$ cat src/rtl/lai_pkg.sv
package lai_pkg;
  localparam int DATA_W  = 8;
  localparam int ADDR_W  = 8;
  localparam int NSRC    = 3;
  localparam logic [DATA_W-1:0] SRC_MASK = 8'h07;

  typedef enum logic [1:0] {
    REG_EN  = 2'd1,
    REG_STS = 2'd2,
    REG_ALM = 2'd3
  } reg_sel_e;

  // register address for a channel and register kind
  function automatic logic [ADDR_W-1:0] reg_addr(input int ch, input reg_sel_e r);
    return ADDR_W'(ch * 8 + int'(r));
  endfunction

  // alarm byte layout
  function automatic logic [DATA_W-1:0] pack_alarm(input logic dm, input logic rlos,
      input logic rlol, input logic alos, input logic dlos, input logic oos);
    return {1'b0, oos, dlos, alos, 1'b0, rlol, rlos, dm};
  endfunction

  // sticky status update: set wins over clear
  function automatic logic [NSRC-1:0] next_status(input logic [NSRC-1:0] cur,
      input logic [NSRC-1:0] chg, input logic clr);
    return (clr ? '0 : cur) | chg;
  endfunction
endpackage

$ cat src/rtl/lai_sync.sv
module lai_sync #(
  parameter int W = 1
) (
  input  logic         clk,
  input  logic         rst_n,
  input  logic [W-1:0] d,
  output logic [W-1:0] q
);
  logic [W-1:0] meta_q;

  always_ff @(posedge clk or negedge rst_n) begin
    if (!rst_n) begin
      meta_q <= '0;
      q      <= '0;
    end else begin
      meta_q <= d;
      q      <= meta_q;
    end
  end
endmodule

$ cat src/rtl/lai_drvmon.sv
module lai_drvmon #(
  parameter int LIMIT = 128
) (
  input  logic clk,
  input  logic rst_n,
  input  logic bit_tick,
  input  logic tx_pulse,
  output logic dm
);
  localparam int CW = $clog2(LIMIT + 1);
  localparam logic [CW-1:0] LIM = CW'(LIMIT);

  function automatic logic [CW-1:0] sat_inc(input logic [CW-1:0] c);
    return (c == LIM) ? c : c + 1'b1;
  endfunction

  logic [CW-1:0] cnt_q;
  logic          empty_tick;
  logic          hit_tick;
  logic [CW-1:0] cnt_nxt;

  assign empty_tick = bit_tick & ~tx_pulse;
  assign hit_tick   = bit_tick & tx_pulse;
  assign cnt_nxt    = sat_inc(cnt_q);

  always_ff @(posedge clk or negedge rst_n) begin
    if (!rst_n) begin
      cnt_q <= '0;
      dm    <= 1'b0;
    end else if (hit_tick) begin
      cnt_q <= '0;
      dm    <= 1'b0;
    end else if (empty_tick) begin
      cnt_q <= cnt_nxt;
      dm    <= (cnt_nxt == LIM);
    end
  end

  // alarm only rises on an empty bit period
  a_r7_dm_rise_on_empty: assert property (@(posedge clk) disable iff (!rst_n)
    $rose(dm) |-> $past(empty_tick));
  // a pulse clears the alarm
  a_r8_dm_pulse_clears: assert property (@(posedge clk) disable iff (!rst_n)
    hit_tick |=> !dm);
endmodule

$ cat src/rtl/lai_chan.sv
module lai_chan
  import lai_pkg::*;
#(
  parameter int DM_LIMIT = 128
) (
  input  logic              clk,
  input  logic              rst_n,
  input  logic              bit_tick,
  input  logic              tx_pulse,
  input  logic              rlos,
  input  logic              rlol,
  input  logic              alos,
  input  logic              dlos,
  input  logic              oos,
  input  logic              en_wr,
  input  logic [DATA_W-1:0] wdata,
  input  logic              sts_clr,
  output logic [DATA_W-1:0] en_o,
  output logic [DATA_W-1:0] sts_o,
  output logic [DATA_W-1:0] alm_o,
  output logic [NSRC-1:0]   chg_o,
  output logic              irq_o
);
  logic [4:0]        rx_s;
  logic              dm;
  logic [NSRC-1:0]   live;
  logic [NSRC-1:0]   prev_q;
  logic [NSRC-1:0]   sts_q;
  logic [DATA_W-1:0] en_q;

  lai_sync #(.W(5)) u_sync (
    .clk   (clk),
    .rst_n (rst_n),
    .d     ({oos, dlos, alos, rlol, rlos}),
    .q     (rx_s)
  );

  lai_drvmon #(.LIMIT(DM_LIMIT)) u_drvmon (
    .clk      (clk),
    .rst_n    (rst_n),
    .bit_tick (bit_tick),
    .tx_pulse (tx_pulse),
    .dm       (dm)
  );

  assign live  = {rx_s[1], rx_s[0], dm};
  assign chg_o = live ^ prev_q;

  always_ff @(posedge clk or negedge rst_n) begin
    if (!rst_n) begin
      prev_q <= '0;
      sts_q  <= '0;
      en_q   <= '0;
    end else begin
      prev_q <= live;
      sts_q  <= next_status(sts_q, chg_o, sts_clr);
      if (en_wr) en_q <= wdata & SRC_MASK;
    end
  end

  assign en_o  = en_q;
  assign sts_o = {{(DATA_W-NSRC){1'b0}}, sts_q};
  assign alm_o = pack_alarm(dm, rx_s[0], rx_s[1], rx_s[2], rx_s[3], rx_s[4]);
  assign irq_o = |(sts_q & en_q[NSRC-1:0]);

  // every detected change is latched
  a_r4_change_latched: assert property (@(posedge clk) disable iff (!rst_n)
    (chg_o != '0) |=> ((sts_q & $past(chg_o)) == $past(chg_o)));
  // a read with no new change leaves status empty
  a_r5_read_clears: assert property (@(posedge clk) disable iff (!rst_n)
    (sts_clr && chg_o == '0) |=> (sts_q == '0));
  // a change coincident with a read survives
  a_r10_coincident_kept: assert property (@(posedge clk) disable iff (!rst_n)
    (sts_clr && chg_o != '0) |=> (sts_q == $past(chg_o)));
endmodule

$ cat src/rtl/lai_ctrl.sv
module lai_ctrl
  import lai_pkg::*;
#(
  parameter int NCH      = 2,
  parameter int DM_LIMIT = 128
) (
  input  logic              clk,
  input  logic              rst_n,
  input  logic [NCH-1:0]    bit_tick,
  input  logic [NCH-1:0]    tx_pulse,
  input  logic [NCH-1:0]    rlos_in,
  input  logic [NCH-1:0]    rlol_in,
  input  logic [NCH-1:0]    alos_in,
  input  logic [NCH-1:0]    dlos_in,
  input  logic [NCH-1:0]    prbs_oos_in,
  input  logic [ADDR_W-1:0] bus_addr,
  input  logic              bus_wr,
  input  logic              bus_rd,
  input  logic [DATA_W-1:0] bus_wdata,
  output logic [DATA_W-1:0] bus_rdata,
  output logic              irq
);
  logic [DATA_W-1:0] en_b  [NCH];
  logic [DATA_W-1:0] sts_b [NCH];
  logic [DATA_W-1:0] alm_b [NCH];
  logic [NSRC-1:0]   chg_w [NCH];
  logic [NCH-1:0]    irq_w;
  logic [NCH-1:0]    hit_en, hit_sts, hit_alm;
  logic [DATA_W-1:0] rd_mux;
  logic              any_chg;

  for (genvar c = 0; c < NCH; c++) begin : g_ch
    assign hit_en[c]  = (bus_addr == reg_addr(c, REG_EN));
    assign hit_sts[c] = (bus_addr == reg_addr(c, REG_STS));
    assign hit_alm[c] = (bus_addr == reg_addr(c, REG_ALM));

    lai_chan #(.DM_LIMIT(DM_LIMIT)) u_chan (
      .clk      (clk),
      .rst_n    (rst_n),
      .bit_tick (bit_tick[c]),
      .tx_pulse (tx_pulse[c]),
      .rlos     (rlos_in[c]),
      .rlol     (rlol_in[c]),
      .alos     (alos_in[c]),
      .dlos     (dlos_in[c]),
      .oos      (prbs_oos_in[c]),
      .en_wr    (bus_wr & hit_en[c]),
      .wdata    (bus_wdata),
      .sts_clr  (bus_rd & hit_sts[c]),
      .en_o     (en_b[c]),
      .sts_o    (sts_b[c]),
      .alm_o    (alm_b[c]),
      .chg_o    (chg_w[c]),
      .irq_o    (irq_w[c])
    );
  end

  always_comb begin
    rd_mux  = '0;
    any_chg = 1'b0;
    for (int c = 0; c < NCH; c++) begin
      if (hit_en[c])  rd_mux = rd_mux | en_b[c];
      if (hit_sts[c]) rd_mux = rd_mux | sts_b[c];
      if (hit_alm[c]) rd_mux = rd_mux | alm_b[c];
      any_chg = any_chg | (|chg_w[c]);
    end
  end

  always_ff @(posedge clk or negedge rst_n) begin
    if (!rst_n)      bus_rdata <= '0;
    else if (bus_rd) bus_rdata <= rd_mux;
  end

  assign irq = |irq_w;

  // interrupt only rises after a change or an enable write
  a_r9_irq_rise_cause: assert property (@(posedge clk) disable iff (!rst_n)
    $rose(irq) |-> $past(any_chg || bus_wr));
  // interrupt only falls after a read or an enable write
  a_r9_irq_fall_cause: assert property (@(posedge clk) disable iff (!rst_n)
    $fell(irq) |-> $past(bus_rd || bus_wr));
endmodule

$ cat config.mk
export PLATFORM = sky130hd
export DESIGN_NAME = lai_ctrl
export DESIGN_NICKNAME = d
export VERILOG_FILES = /design/src/rtl/lai_pkg.sv /design/src/rtl/lai_sync.sv /design/src/rtl/lai_drvmon.sv /design/src/rtl/lai_chan.sv /design/src/rtl/lai_ctrl.sv
export SDC_FILE = /design/constraint.sdc
export NUM_CORES = 1
export LEC_CHECK = 0
export BUFFER_PORTS_ARGS = -buffer_cell sky130_fd_sc_hd__buf_2
export CORE_MARGIN = 2
export CORE_UTILIZATION = 56
export CTS_BUF_LIST = sky130_fd_sc_hd__clkbuf_8 sky130_fd_sc_hd__clkbuf_16
export DETAILED_ROUTE_END_ITERATION = 10
export PLACE_DENSITY_LB_ADDON = 0.12
export SYNTH_ARGS = -nofsm -noshare
export SYNTH_HDL_FRONTEND = slang
export SYNTH_SLANG_ARGS = --single-unit
$ cat constraint.sdc
create_clock -name clk -period 2.2 [get_ports clk]
set_clock_uncertainty 0.05 [all_clocks]
set_input_delay 0.44 -clock clk [delete_from_list [all_inputs] [get_ports clk]]
set_output_delay 0.44 -clock clk [all_outputs]
set_load 0.03 [all_outputs]
Yosys cells after proc, flatten, opt, wreduce, memory -nomap -nowiden
Index checks and enable logic that the tools add are counted.
{ "word_totals": {"reg_bits": 64, "in_bits": 34} }
{ "op_classes": {"add_sub_neg": 2, "mux": 18, "n_eq_ne": 10, "n_bitwise": 21, "reduce_logical": 3} }
{ "ops": {"columns": ["cell", "n"], "rows": [
  ["$mux W8", 10],
  ["$eq A8 B8 Y1 const B", 4],
  ["$eq A8 B4 Y1 const B", 3],
  ["$add A8 B1 Y8 const B", 2],
  ["$eq A8 B2 Y1 const B", 2],
  ["$or A8 B3 Y8", 2],
  ["$or A8 B7 Y8", 2],
  ["$mux W3", 4],
  ["$or A3 B3 Y3", 3],
  ["$and A1 B1 Y1", 8],
  ["$eq A8 B1 Y1 const B", 1],
  ["$and A3 B3 Y3", 2],
  ["$reduce_or A6 Y1", 1],
  ["$xor A3 B3 Y3", 2],
  ["$mux W1", 4],
  ["$reduce_bool A2 Y1", 2],
  ["$not A1 Y1", 2]
]} }

Depth between registers and ports, before layout
{ "logic_depth": {"ltp_word": 12, "ltp_mapped": 7, "ltp_nobuf": 7} }

By module
Synthesis repeated with hierarchy kept, for this count alone.
{ "unflattened": {"hier_cells": 311, "hier_area_um2": 3326.9} }
{ "modules_own_cells": {"columns": ["module", "cells_each", "n_inst", "area_per_inst_um2"], "rows": [
  ["lai_drvmon", 66, 2, 583.1],
  ["lai_chan", 35, 2, 426.7],
  ["lai_ctrl", 89, 1, 807.0],
  ["lai_sync", 10, 2, 250.2]
]} }

Worst setup path before layout
No wires, ideal clock.
{ "synth_path": {"path_kind": "in2reg", "from": "input port bus_addr[5]", "to": "register g_ch[1].u_chan.sts_q[0]", "arrival_time_ns": 1.785, "required_ns": 2.032, "setup_time_ns": 0.118, "path_slack_ns": 0.247, "path_buffers": 0, "path_stages": 5, "path_cell_list": "or4_4 nor2_8 nand3_2 or3b_4 a21o_1"} }
{ "synth_between": {"elab_chain_len": 4} }
{ "synth_lines": {"columns": ["item", "line_no", "source"], "rows": [
  ["start: declaration", "lai_ctrl.sv:16", "input logic [ADDR_W-1:0] bus_addr,"],
  ["$eq A8 B4 Y1", "lai_ctrl.sv:34", "assign hit_sts[c] = (bus_addr == reg_addr(c, REG_STS));"],
  ["$and A1 B1 Y1", "lai_ctrl.sv:49", ".sts_clr (bus_rd & hit_sts[c]),"],
  ["$mux W3", "lai_pkg.sv:27", "return (clr ? '0 : cur) | chg;"],
  ["$or A3 B3 Y3", "lai_pkg.sv:27", null],
  ["end signal: assignment", "lai_chan.sv:56", "sts_q <= next_status(sts_q, chg_o, sts_clr);"],
  ["end: declaration", "lai_chan.sv:28", "logic [NSRC-1:0] sts_q;"]
]} }
No other way between the ends.
A chain may end at the register's enable or synchronous reset.

Worst setup path after layout
{ "layout_path": {"from": "register g_ch[1].u_chan.u_drvmon.cnt_q[0]", "to": "register g_ch[1].u_chan.u_drvmon.dm"} }
{ "layout_between": {"elab_chain_len": 5, "elab_cells_between_ends": 6, "cone_classes": "1 x add/sub; 2 x eq/ne; 3 x mux"} }
{ "layout_lines": {"columns": ["item", "line_no", "source"], "rows": [
  ["start: declaration", "lai_drvmon.sv:17", "logic [CW-1:0] cnt_q;"],
  ["start signal: assignment", "lai_drvmon.sv:34", "cnt_q <= cnt_nxt;"],
  ["$add A8 B1 Y8 / $eq A8 B8 Y1 (equally long branches)", "lai_drvmon.sv:14", "return (c == LIM) ? c : c + 1'b1;"],
  ["$mux W8 *", "lai_drvmon.sv:14", null],
  ["$eq A8 B8 Y1 *", "lai_drvmon.sv:35", "dm <= (cnt_nxt == LIM);"],
  ["$mux W1 *", "lai_drvmon.sv:33", "end else if (empty_tick) begin"],
  ["$mux W1 *", "lai_drvmon.sv:30", "end else if (hit_tick) begin"],
  ["end signal: assignment", "lai_drvmon.sv:35", null],
  ["end: declaration", "lai_drvmon.sv:8", "output logic dm"]
]} }
Every way passes the cells marked *; elsewhere a longest branch is shown, timed or not. The select of a mux whose other input is x is not followed.

==> impl_metrics.toml <==
[floorplanning]
initial_core_util = 0.586
core_sq_um = 4750
die_y_microns = 74.5
count_of_pins_on_the_block_boundary = 43
die_w_microns = 74.5
design.die.area_sq_um = 5560
placement_rows = 25

[logic_synthesis]
synth_top_flop_cell = "dfrtp_1"
number_of_distinct_library_cells_after_synthesis = 48
synthDominantCellAreaShare = 0.557
synth_edf_count = 0
ys_seq_elements = 62
synthArstFlopShare = 1.00
post_synth_inst_count = 242
netlist_top_cells_area = "dfrtp_1 (56%), o21ai_0 (3.6%), mux2i_1 (2.5%), mux2_2 (2.4%), mux4_2 (2.4%)"
warning_count_from_the_yosys_run = 0
mappedNetlistArea_sq_um = 2790
yosysTopAreaCell = "dfrtp_1"
avgSynthCellArea_sq_um = 11.5
synth_sequential_area_ratio = 0.557

[finish]
nNetsFinal = 319
synthToLayoutAreaGrowth_pct = 15.7
antenna_cells_inserted = 0
ratio_of_cells_with_drive_above_1_in_the_final_layout = 0.231
finalNonFillerCells = 353
finalCoreUtilization = 0.678

[worst_setup_path]
worst-endpoint-arrival_ps = 2150
critical_path_depth = 6
path_common_cell = "and3_1"
reg2reg_setup_slack_ps = 220
critical_path_buf_inv_count = 0
critPathMaxFanout = 7
critical_path.startpoint = "g_ch[1].u_chan.u_drvmon.cnt_q[0]"
r2r_endpoint = "g_ch[1].u_chan.u_drvmon.dm"
critical-path-top-delay-family = "compound AO/OA/AOI/OAI gates"
critical_path.endpoint = "g_ch[1].u_chan.u_drvmon.dm"
crit_path_max_incr_delay_ps = 440
crit_type = "reg2reg"
critical_path_required_ps = 2360
reg2regPathDepth = 6
timing.critical_path.to_type = "flop"
critical_path.cell_chain = "ha_1, and3_1, and3_1, o22ai_1, a31oi_1, o41ai_1"
slowest_stage = "dfrtp_1"
startpoint_type = "flop"
r2r_start = "g_ch[1].u_chan.u_drvmon.cnt_q[0]"

[run_status]
status = "finished, final reports clean"

[power]
static-leakage-power_nw = 1.51
power.share.combinational = 0.093
seqPwrFrac = 0.505
vdd_ir_drop_max_uv = 436
cellPowerDensity_nw_per_um2 = 752
p_total_mw = 2.42
sw_frac_of_total = 0.256
internal_dissipation_mw = 1.81
pwr-share-clk = 0.402
power.net_switching_mw = 0.620

[global_route]
antenna_found_initial = 0
gr-total-overflow = 0
grt_max_degree = 63
track_usage = 0.205
global_route.usage.met1 = 0.269
via_count_of_the_first_global_routing_pass = 1888
grt_met2_use = 0.324
busiest_layer = "met2"
grt_first_pass_wirelength_microns = 8420
groute.layer.met3.usage = 0.0407

[placed_design]
dp_hpwl_microns = 3400
dp_cells = 337
pre_cts_ws_ps = 76.4
portBuffers = 35
routabilityCongestion = 0.868

[timing]
worst_setup_slack_after_layout_ps = 215
final_min_period_over_clock_period = 0.902
final-max-slew-violation-count = 0
max-slew-margin-rel = 0.661
rsz0062_at_grt = "no"
report.final.hold_viol_count = 0
timing_worst_slew_pin_value_ps = 505
timing.final.setup_violations = 0
finalCriticalPeriod_ps = 1980
fmaxAchievable_mhz = 504
timing.setup.tns_ps = 0

[clocking]
post_cts.resized_instances = 0
cts_root_buf = "clkbuf_8"
clock_insertion_delay_at_the_later_pin_of_the_skew_report_ps = 330
cts_tree = "built"
hold_bufs_at_cts = 0
postCtsSetupBuffers = 0
cts_max_level = 3
cts_buffer_depth = 2
cts_made_buffers = 9
cts_num_sinks = 62
clk_transition_reported_paths_ps = 70

[detailed_routing]
routedWlPerCell_microns = 13.9
via_count = 1964
drtAntennaViolNets = 0
drt_via_density = 5.56
route.detailed.drc = 0
first_pass_iters = 4
finalWirelength_microns = 4920
detailedRoute.firstIterationViolations = 111

[hold_path]
worst_hold_path_type = "in2async"

[job]
cap_violations = 0
-- stage by stage --
step                hold slack [ps]  area [sq um]
global placement                282          3030
finish                         44.1          3220
CTS                            58.2          3220
global route                   72.2          3220
detailed placement              285          3030
floorplan                      94.4          2790
-- worst min-delay path by stage --
| stage | startpoint | end | slack, ps | depth (start not counted) |
|---|---|---|---|---|
| 5_1_grt | rst_n | bus_rdata[6] | 70 | 2 |
| 3_5_place_dp | g_ch[0].u_chan.u_sync.meta_q[4] | g_ch[0].u_chan.u_sync.q[4] | 280 | 0 |
| 6_report | rst_n | g_ch[0].u_chan.u_sync.q[4] | 40 | 2 |
| 4_1_cts | rst_n | bus_rdata[6] | 60 | 2 |
| 2_1_floorplan | rst_n | bus_rdata[0] | 90 | 0 |
| 3_3_place_gp | g_ch[0].u_chan.u_sync.meta_q[1] | g_ch[0].u_chan.u_sync.q[1] | 280 | 0 |
-- cell type report --
cell class / instances / area, sq um
Sequential cell: 62 / 1550
Fill cell: 371 / 1530
Multi-Input combinational cell: 160 / 1150
Timing Repair Buffer: 36 / 195
Clock buffer: 9 / 124
Tap cell: 67 / 83.8
Clock inverter: 7 / 72.6
Inverter: 12 / 45.0
-- logic make-up after synthesis --
kind of cell             after synthesis  synth area share
AND/OR/NAND/NOR                       71             0.150
flip-flops                            62             0.557
AO/OA/AOI/OAI                         57             0.137
buffers and inverters                 21            0.0314
multiplexers                          16            0.0736
XOR/XNOR                              10            0.0314
adder cells (fa/ha/maj)                4            0.0180
other                                  1           0.00135
-- power by group through the flow --
| stage | sequential [mW] | clock (mW) | combinational (mW) |
|---|---|---|---|
| after floorplan | 1.24 | 0 | 0.134 |
| after global placement | 1.24 | 0 | 0.222 |
| after detailed placement | 1.25 | 0 | 0.226 |
| after CTS | 1.22 | 1.00 | 0.229 |
| after global routing | 1.23 | 1.05 | 0.253 |
| final | 1.22 | 0.976 | 0.226 |
-- sequential cells by signal, indices dropped and copies added, names as in the netlist --
register,cells
g_ch.u_chan.en_o,6
g_ch.u_chan.prev_q,6
g_ch.u_chan.u_sync.meta_q,10
g_ch.u_chan.u_drvmon.dm,2
g_ch.u_chan.sts_q,6
g_ch.u_chan.u_drvmon.cnt_q,16
g_ch.u_chan.u_sync.q,10
bus_rdata,6
-- cells in the mapped netlist, types with 4 or more instances --
cell       n
a22o_1     4
xnor2_1    5
mux2i_1    7
a22oi_1    4
a21o_1     6
and3_1     4
mux2_2     6
o22ai_1    7
nor2b_1    4
ha_1       4
nand3_1   10
o21ai_0   20
dfrtp_1   62
inv_1     12
nor3b_1    4
nand4_1    5
xor2_1     5
clkbuf_1   5
nand2b_1   7
nor3_1     5
nand2_1   13
nor2_1     8
-- routing by layer --
layer	wire length, microns	vias up	share of wire
li1	-	961	-
met1	2290	949	0.46
met2	2340	46	0.48
met3	204	8	0.041
met4	87	0	0.018
met5	0	-	0
-- layout by cell type, fill, tap and decap left out, drive strengths merged, types with 4 or more instances in the layout --
master  instances
a21o            6
a22o            4
a22oi           4
and3            4
buf            36
clkbuf          9
dfrtp          62
ha              4
inv            13
mux2            6
mux2i           7
nand2          13
nand2b          7
nand3          11
nand4           5
nor2            9
nor2b           4
nor3            5
nor3b           4
o21ai          20
o22ai           7
xnor2           5
xor2            5
Power figures use the tool's default switching activity.
